**src/rtl/chen_pkg.sv**
```systemverilog
// Package: shared constants and types for the I2C channel-enable target.
// Assumes an 8-bit register (one byte per transfer) and 7-bit addressing.
package chen_pkg;
    localparam int BYTE_W     = 8;
    localparam int STRAP_W    = 3;
    localparam int PREFIX_W   = 7 - STRAP_W;
    localparam logic [PREFIX_W-1:0] ADDR_PREFIX = 4'b1110;
    localparam int CNT_W      = $clog2(BYTE_W + 1);

    typedef logic [CNT_W-1:0] cnt_t;

    typedef enum logic [2:0] {
        ST_IDLE,
        ST_ADDR,
        ST_ADDR_ACK,
        ST_WDATA,
        ST_WACK,
        ST_RDATA,
        ST_RACK,
        ST_IGNORE
    } tgt_state_t;
endpackage

```
**src/rtl/chen_glitch_filter.sv**
```systemverilog
// Module: two-flop synchronizer followed by a persistence filter.
// The output takes a new level only after the synchronized input has held
// that level for FILT_CYC consecutive clocks. Assumes FILT_CYC >= 2.
module chen_glitch_filter #(
    parameter int   FILT_CYC = 6,
    parameter logic RST_VAL  = 1'b1
) (
    input  logic clk,
    input  logic rst_n,
    input  logic din,
    output logic dout
);
    localparam int CW = $clog2(FILT_CYC + 1);
    localparam logic [CW-1:0] LAST = CW'(FILT_CYC - 1);

    logic [1:0]    sync_q;
    logic [CW-1:0] cnt_q;
    logic          out_q;

    // Purpose: bring the asynchronous pad level into the clock domain.
    always_ff @(posedge clk) begin
        if (!rst_n) sync_q <= {2{RST_VAL}};
        else        sync_q <= {sync_q[0], din};
    end

    // Purpose: count how long the input differs and commit once it persists.
    always_ff @(posedge clk) begin
        if (!rst_n) begin
            cnt_q <= '0;
            out_q <= RST_VAL;
        end else if (sync_q[1] == out_q) begin
            cnt_q <= '0;
        end else if (cnt_q == LAST) begin
            cnt_q <= '0;
            out_q <= sync_q[1];
        end else begin
            cnt_q <= cnt_q + CW'(1);
        end
    end

    assign dout = out_q;

    AST_FILT_FOLLOWS: assert property (@(posedge clk) disable iff (!rst_n)
        !$stable(out_q) |-> (out_q == $past(sync_q[1])));
endmodule

```
**src/rtl/chen_bus_events.sv**
```systemverilog
// Module: turns filtered SCL/SDA levels into one-cycle event pulses:
// START, STOP, SCL rising and SCL falling. Assumes both lines come through
// filters of equal latency, so their relative order is preserved.
module chen_bus_events (
    input  logic clk,
    input  logic rst_n,
    input  logic scl_f,
    input  logic sda_f,
    output logic start_evt,
    output logic stop_evt,
    output logic scl_rise,
    output logic scl_fall
);
    logic scl_p, sda_p;

    // Purpose: keep last-cycle line levels for edge detection.
    always_ff @(posedge clk) begin
        if (!rst_n) begin
            scl_p <= 1'b1;
            sda_p <= 1'b1;
        end else begin
            scl_p <= scl_f;
            sda_p <= sda_f;
        end
    end

    // Purpose: classify SDA edges during SCL high and SCL edges themselves.
    always_comb begin
        start_evt = scl_f && scl_p && sda_p && !sda_f;
        stop_evt  = scl_f && scl_p && !sda_p && sda_f;
        scl_rise  = scl_f && !scl_p;
        scl_fall  = !scl_f && scl_p;
    end
endmodule

```
**src/rtl/chen_target_fsm.sv**
```systemverilog
// Module: I2C target byte engine and the channel-enable register.
// Receives the address, acknowledges a match, loads written bytes at the
// acknowledge, and shifts out the register on reads. Assumes one-cycle
// event pulses from chen_bus_events and a filtered SDA level.
module chen_target_fsm
    import chen_pkg::*;
(
    input  logic               clk,
    input  logic               rst_n,
    input  logic               start_evt,
    input  logic               stop_evt,
    input  logic               scl_rise,
    input  logic               scl_fall,
    input  logic               sda_bit,
    input  logic [STRAP_W-1:0] strap,
    output logic               sda_pull,
    output logic [BYTE_W-1:0]  ctrl_reg
);
    localparam cnt_t CNT_FULL = cnt_t'(BYTE_W);
    localparam cnt_t CNT_LAST = cnt_t'(BYTE_W - 1);

    tgt_state_t        state_q;
    cnt_t              bit_cnt;
    logic [BYTE_W-1:0] rx_sr, tx_sr, ctrl_q;
    logic              pull_q, rw_q, mack_q;
    logic              addr_hit;

    // Purpose: compare the received address bits with prefix plus straps.
    assign addr_hit = (rx_sr[BYTE_W-1:1] == {ADDR_PREFIX, strap});

    // Purpose: sequence address, data and acknowledge bits of each byte.
    always_ff @(posedge clk) begin
        if (!rst_n) begin
            state_q <= ST_IDLE;
            bit_cnt <= '0;
            rx_sr   <= '0;
            tx_sr   <= '0;
            ctrl_q  <= '0;
            pull_q  <= 1'b0;
            rw_q    <= 1'b0;
            mack_q  <= 1'b0;
        end else if (start_evt) begin
            state_q <= ST_ADDR;
            bit_cnt <= '0;
            pull_q  <= 1'b0;
        end else if (stop_evt) begin
            state_q <= ST_IDLE;
            pull_q  <= 1'b0;
        end else begin
            case (state_q)
                ST_ADDR, ST_WDATA: begin
                    if (scl_rise && bit_cnt < CNT_FULL) begin
                        rx_sr   <= {rx_sr[BYTE_W-2:0], sda_bit};
                        bit_cnt <= bit_cnt + cnt_t'(1);
                    end else if (scl_fall && bit_cnt == CNT_FULL) begin
                        if (state_q == ST_WDATA) begin
                            ctrl_q  <= rx_sr;
                            pull_q  <= 1'b1;
                            state_q <= ST_WACK;
                        end else if (addr_hit) begin
                            rw_q    <= rx_sr[0];
                            pull_q  <= 1'b1;
                            state_q <= ST_ADDR_ACK;
                        end else begin
                            state_q <= ST_IGNORE;
                        end
                    end
                end
                ST_ADDR_ACK: begin
                    if (scl_fall) begin
                        bit_cnt <= '0;
                        if (rw_q) begin
                            tx_sr   <= ctrl_q;
                            pull_q  <= !ctrl_q[BYTE_W-1];
                            state_q <= ST_RDATA;
                        end else begin
                            pull_q  <= 1'b0;
                            state_q <= ST_WDATA;
                        end
                    end
                end
                ST_WACK: begin
                    if (scl_fall) begin
                        pull_q  <= 1'b0;
                        bit_cnt <= '0;
                        state_q <= ST_WDATA;
                    end
                end
                ST_RDATA: begin
                    if (scl_fall) begin
                        if (bit_cnt == CNT_LAST) begin
                            pull_q  <= 1'b0;
                            state_q <= ST_RACK;
                        end else begin
                            tx_sr   <= tx_sr << 1;
                            pull_q  <= !tx_sr[BYTE_W-2];
                            bit_cnt <= bit_cnt + cnt_t'(1);
                        end
                    end
                end
                ST_RACK: begin
                    if (scl_rise) begin
                        mack_q <= !sda_bit;
                    end else if (scl_fall) begin
                        if (mack_q) begin
                            tx_sr   <= ctrl_q;
                            pull_q  <= !ctrl_q[BYTE_W-1];
                            bit_cnt <= '0;
                            state_q <= ST_RDATA;
                        end else begin
                            state_q <= ST_IGNORE;
                        end
                    end
                end
                default: ;
            endcase
        end
    end

    assign sda_pull = pull_q;
    assign ctrl_reg = ctrl_q;

    AST_EN_AT_ACK: assert property (@(posedge clk) disable iff (!rst_n)
        !$stable(ctrl_q) |-> (pull_q && state_q == ST_WACK));
    AST_SILENT_WHEN_IDLE: assert property (@(posedge clk) disable iff (!rst_n)
        (state_q == ST_IDLE || state_q == ST_IGNORE) |-> !pull_q);
    AST_START_RESTARTS: assert property (@(posedge clk) disable iff (!rst_n)
        start_evt |=> (state_q == ST_ADDR && bit_cnt == '0));
    AST_ACK_DRIVEN: assert property (@(posedge clk) disable iff (!rst_n)
        (state_q == ST_ADDR_ACK || state_q == ST_WACK) |-> pull_q);
endmodule

```
**src/rtl/i2c_chan_enable.sv**
```systemverilog
// Module: top of the I2C channel-enable target. Filters both bus lines,
// derives bus events and runs the byte engine that owns the register.
// Assumes clk is fast enough that FILT_CYC cycles exceed 50 ns and a
// quarter SCL period at 400 kHz spans well over FILT_CYC + 4 cycles.
module i2c_chan_enable
    import chen_pkg::*;
#(
    parameter int FILT_CYC = 6
) (
    input  logic               clk,
    input  logic               rst_n,
    input  logic               scl_in,
    input  logic               sda_in,
    input  logic [STRAP_W-1:0] strap_addr,
    output logic               sda_pull_low,
    output logic [BYTE_W-1:0]  chan_en
);
    localparam int NLINE = 2;

    logic [NLINE-1:0] raw_lines, filt_lines;
    logic start_evt, stop_evt, scl_rise, scl_fall;

    assign raw_lines = {scl_in, sda_in};

    for (genvar g = 0; g < NLINE; g++) begin : g_filt
        chen_glitch_filter #(.FILT_CYC(FILT_CYC), .RST_VAL(1'b1)) u_filt (
            .clk  (clk),
            .rst_n(rst_n),
            .din  (raw_lines[g]),
            .dout (filt_lines[g])
        );
    end

    chen_bus_events u_events (
        .clk      (clk),
        .rst_n    (rst_n),
        .scl_f    (filt_lines[1]),
        .sda_f    (filt_lines[0]),
        .start_evt(start_evt),
        .stop_evt (stop_evt),
        .scl_rise (scl_rise),
        .scl_fall (scl_fall)
    );

    chen_target_fsm u_fsm (
        .clk      (clk),
        .rst_n    (rst_n),
        .start_evt(start_evt),
        .stop_evt (stop_evt),
        .scl_rise (scl_rise),
        .scl_fall (scl_fall),
        .sda_bit  (filt_lines[0]),
        .strap    (strap_addr),
        .sda_pull (sda_pull_low),
        .ctrl_reg (chan_en)
    );
endmodule

```
**config.mk**
```make
export PLATFORM = sky130hd
export DESIGN_NAME = i2c_chan_enable
export DESIGN_NICKNAME = d
export VERILOG_FILES = /design/src/rtl/chen_pkg.sv /design/src/rtl/chen_glitch_filter.sv /design/src/rtl/chen_bus_events.sv /design/src/rtl/chen_target_fsm.sv /design/src/rtl/i2c_chan_enable.sv
export SDC_FILE = /design/constraint.sdc
export NUM_CORES = 1
export LEC_CHECK = 0
export ABC_AREA = 1
export ABC_CLOCK_PERIOD_IN_PS = 4340
export BUFFER_PORTS_ARGS = -buffer_cell sky130_fd_sc_hd__buf_2
export CAP_MARGIN = 0
export CELL_PAD_IN_SITES_DETAIL_PLACEMENT = 0
export CELL_PAD_IN_SITES_GLOBAL_PLACEMENT = 1
export CORE_ASPECT_RATIO = 1.2
export CORE_UTILIZATION = 46
export DETAILED_ROUTE_END_ITERATION = 6
export GPL_TIMING_DRIVEN = 0
export PLACE_DENSITY = 0.82
export SETUP_SLACK_MARGIN = 0.02
export SYNTH_ARGS = -nofsm -noshare
export SYNTH_HDL_FRONTEND = slang
export SYNTH_SLANG_ARGS = --single-unit
```
**constraint.sdc**
```tcl
create_clock -name clk -period 4.34 [get_ports clk]
set_input_delay 0.868 -clock clk [delete_from_list [all_inputs] [get_ports clk]]
set_output_delay 0.868 -clock clk [all_outputs]
set_load 0.02 [all_outputs]
```
==> impl_metrics.ini <==
[grt]
track_usage_pct = 20.8
grt_pass1_wl_mm = 8.35
grt_pass1_vias = 1796
antenna_found_initial = 0
grt_max_degree = 15
grt_overflow = 0

[cts]
root_buffer = clkbuf_8
hold_buffers = 0
clk_pin_slew_ns = 0.09
cts_buffers = 5
cts_setup_buffers = 0
insertion_delay_ns = 0.30
cts_tree = done
clkSinkCount = 47
cts.path.max_buffers = 2
cts_max_level = 2
cts_resized = 0

[timing]
clock.fmax_ghz = 0.575
finalCritPeriodShare_pct = 40.1
tns_ns = 0
period_minus_slack_ns = 1.74
hold_viol = 0
slew_headroom_pct = 65.0
report.final.setup_viol = 0
worst_pin_slew_ns = 0.524
grt_setup_unrepaired = false
maxSlewViolCount = 0
finalClockSkew_ns = 0.00821
setup_slack_ns = 2.60

[floorplan]
fp.coreArea_mm2 = 0.00466
num_rows = 27
io_pins = 16
dieHeight_um = 79.1
initial_core_util_pct = 48.9
dieArea_mm2 = 0.00525
die_w_um = 66.3

[critical_path]
cp.required_ns = 3.47
worst_setup_path_start_kind = flop
cp_slowest_stage_delay_ns = 0.39
path_delay_family = flip-flops
critPathBufInv = 1
path_max_fanout = 3
endpoint_kind = output pin
path_class = reg2out
reg2reg_depth = 10
crit_chain = buf_2
worst_ep_arrival_time_ns = 0.87
cp_slowest_cell = dfxtp_1
cp.depth = 1

[logic_synthesis]
synthFlopType = dfxtp_1
ys_ff_latch = 47
ys_seq_area_share_pct = 41.3
synthesis.nets = 350
syn_avg_cell_area_um2 = 6.77
yosysWarnings = 0
ys_types = 29
syn_area_mm2 = 0.00228
synthCells = 337
postSynth.asyncResetShare_pct = 0
synth_edf_count = 0

[final_layout]
syn_to_final_growth_pct = 11.1
fin_util_pct = 54.4
fin_nets = 372
final_common_cell = nand2_1
drive_gt1_share_pct = 12.0
antenna_cells = 0
nFillCells = 503
final_cell_mix = nand2_1 (94), nor2_1 (53), dfxtp_1 (47)
stdcell_count = 417

[detailed_routing]
wl_per_cell_um = 11.4
first_pass_iters = 4
drt_iter0_drc = 171
vias = 1988
drc = 0
wl_mm = 4.74
drtAntennaViolNets = 0
viasPerCell = 4.77

[hold_path]
hp-class = reg2reg
min_path_cells = 1

[status]
status = finished clean

[place]
dp_slack_ns = 2.45
gp_congestion = 0.869
portBuffers = 15
dpl.hpwl_mm = 3.54
dp.cells = 410

[power_and_ir_drop]
power.net_switching_uw = 159
pwr-share-comb_pct = 2.6
clkPwrFrac_pct = 40.8
p_int_uw = 609
p_seq_share_pct = 56.5
p_leak_nw = 1.22
vdd_drop_max_uv = 211
switching_share_pct = 20.6
power_uw = 768
power.density_mw_per_mm2 = 303

[job]
maxCapViolCount = 0
layout make-up:
| type | count | area [um2] | share of cell area, % |
|---|---|---|---|
| multi-input combinational | 237 | 1130 | 44.4 |
| timing repair buffer | 15 | 75.1 | 2.96 |
| clock buffer | 5 | 68.8 | 2.71 |
| tap | 58 | 72.6 | 2.86 |
| sequential | 47 | 941 | 37.1 |
| clock inverter | 2 | 37.5 | 1.48 |
| buffer | 8 | 45.0 | 1.78 |
| inverter | 45 | 169 | 6.66 |
routing by layer:
layer | wire, um | global-route usage, %
met3 | 147 | 3.45
met4 | 40 | 6.38
met1 | 2410 | 28.0
met5 | 0 | 0
met2 | 2140 | 33.4
worst paths after layout:
| check | from | to | slack (ns) |
|---|---|---|---|
| min | g_filt[0].u_filt.sync_q[0] | g_filt[0].u_filt.sync_q[1] | 0.42 |
| max | u_fsm.ctrl_reg[5] | chan_en[5] | 2.60 |
| max reg2reg | u_fsm.state_q[2] | u_fsm.bit_cnt[1] | 2.63 |
| min reg2reg | g_filt[0].u_filt.sync_q[0] | g_filt[0].u_filt.sync_q[1] | 0.42 |
cells in the mapped netlist, types with 2 or more instances:
master,number,area (um2)
dfxtp_1,47,941
xor2_1,4,35.0
nand3_1,24,120
clkbuf_1,3,11.3
nand2_1,94,353
nor3_1,4,20.0
ha_1,6,75.1
o211ai_1,2,15.0
or2_2,4,25.0
inv_2,6,22.5
inv_1,38,143
xnor2_1,2,17.5
buf_2,3,15.0
o21ai_0,11,55.1
a21oi_1,17,85.1
o21ai_1,7,35.0
nor2_1,53,199
power by group through the flow:
stage / Sequential [mW] / Clock (mW) / Combinational (mW)
floorplan: 0.444 / 0 / 0.0132
global placement: 0.444 / 0 / 0.0203
detailed placement: 0.444 / 0 / 0.0203
CTS: 0.434 / 0.324 / 0.0205
global route: 0.435 / 0.340 / 0.0236
finish: 0.434 / 0.314 / 0.0201
logic make-up (layout without fill, tap and decap cells):
family                     Yosys count  after routing  synth area share [%]
AOI/OAI and AO/OA                   38             38                  8.67
buffers and inverters               53             75                  9.38
and+or+nand+nor                    187            187                  35.1
xor gates and xnor gates             6              6                  2.30
DFF                                 47             47                  41.3
adders and majority gates            6              6                  3.29
through the flow:
stage | hold WS, ns | area (um2)
2_1_floorplan | 0.393 | 2280
3_3_place_gp | 0.393 | 2430
3_5_place_dp | 0.400 | 2430
4_1_cts | 0.422 | 2530
5_1_grt | 0.447 | 2530
6_report | 0.418 | 2530
(Power assumes the default switching activity.)
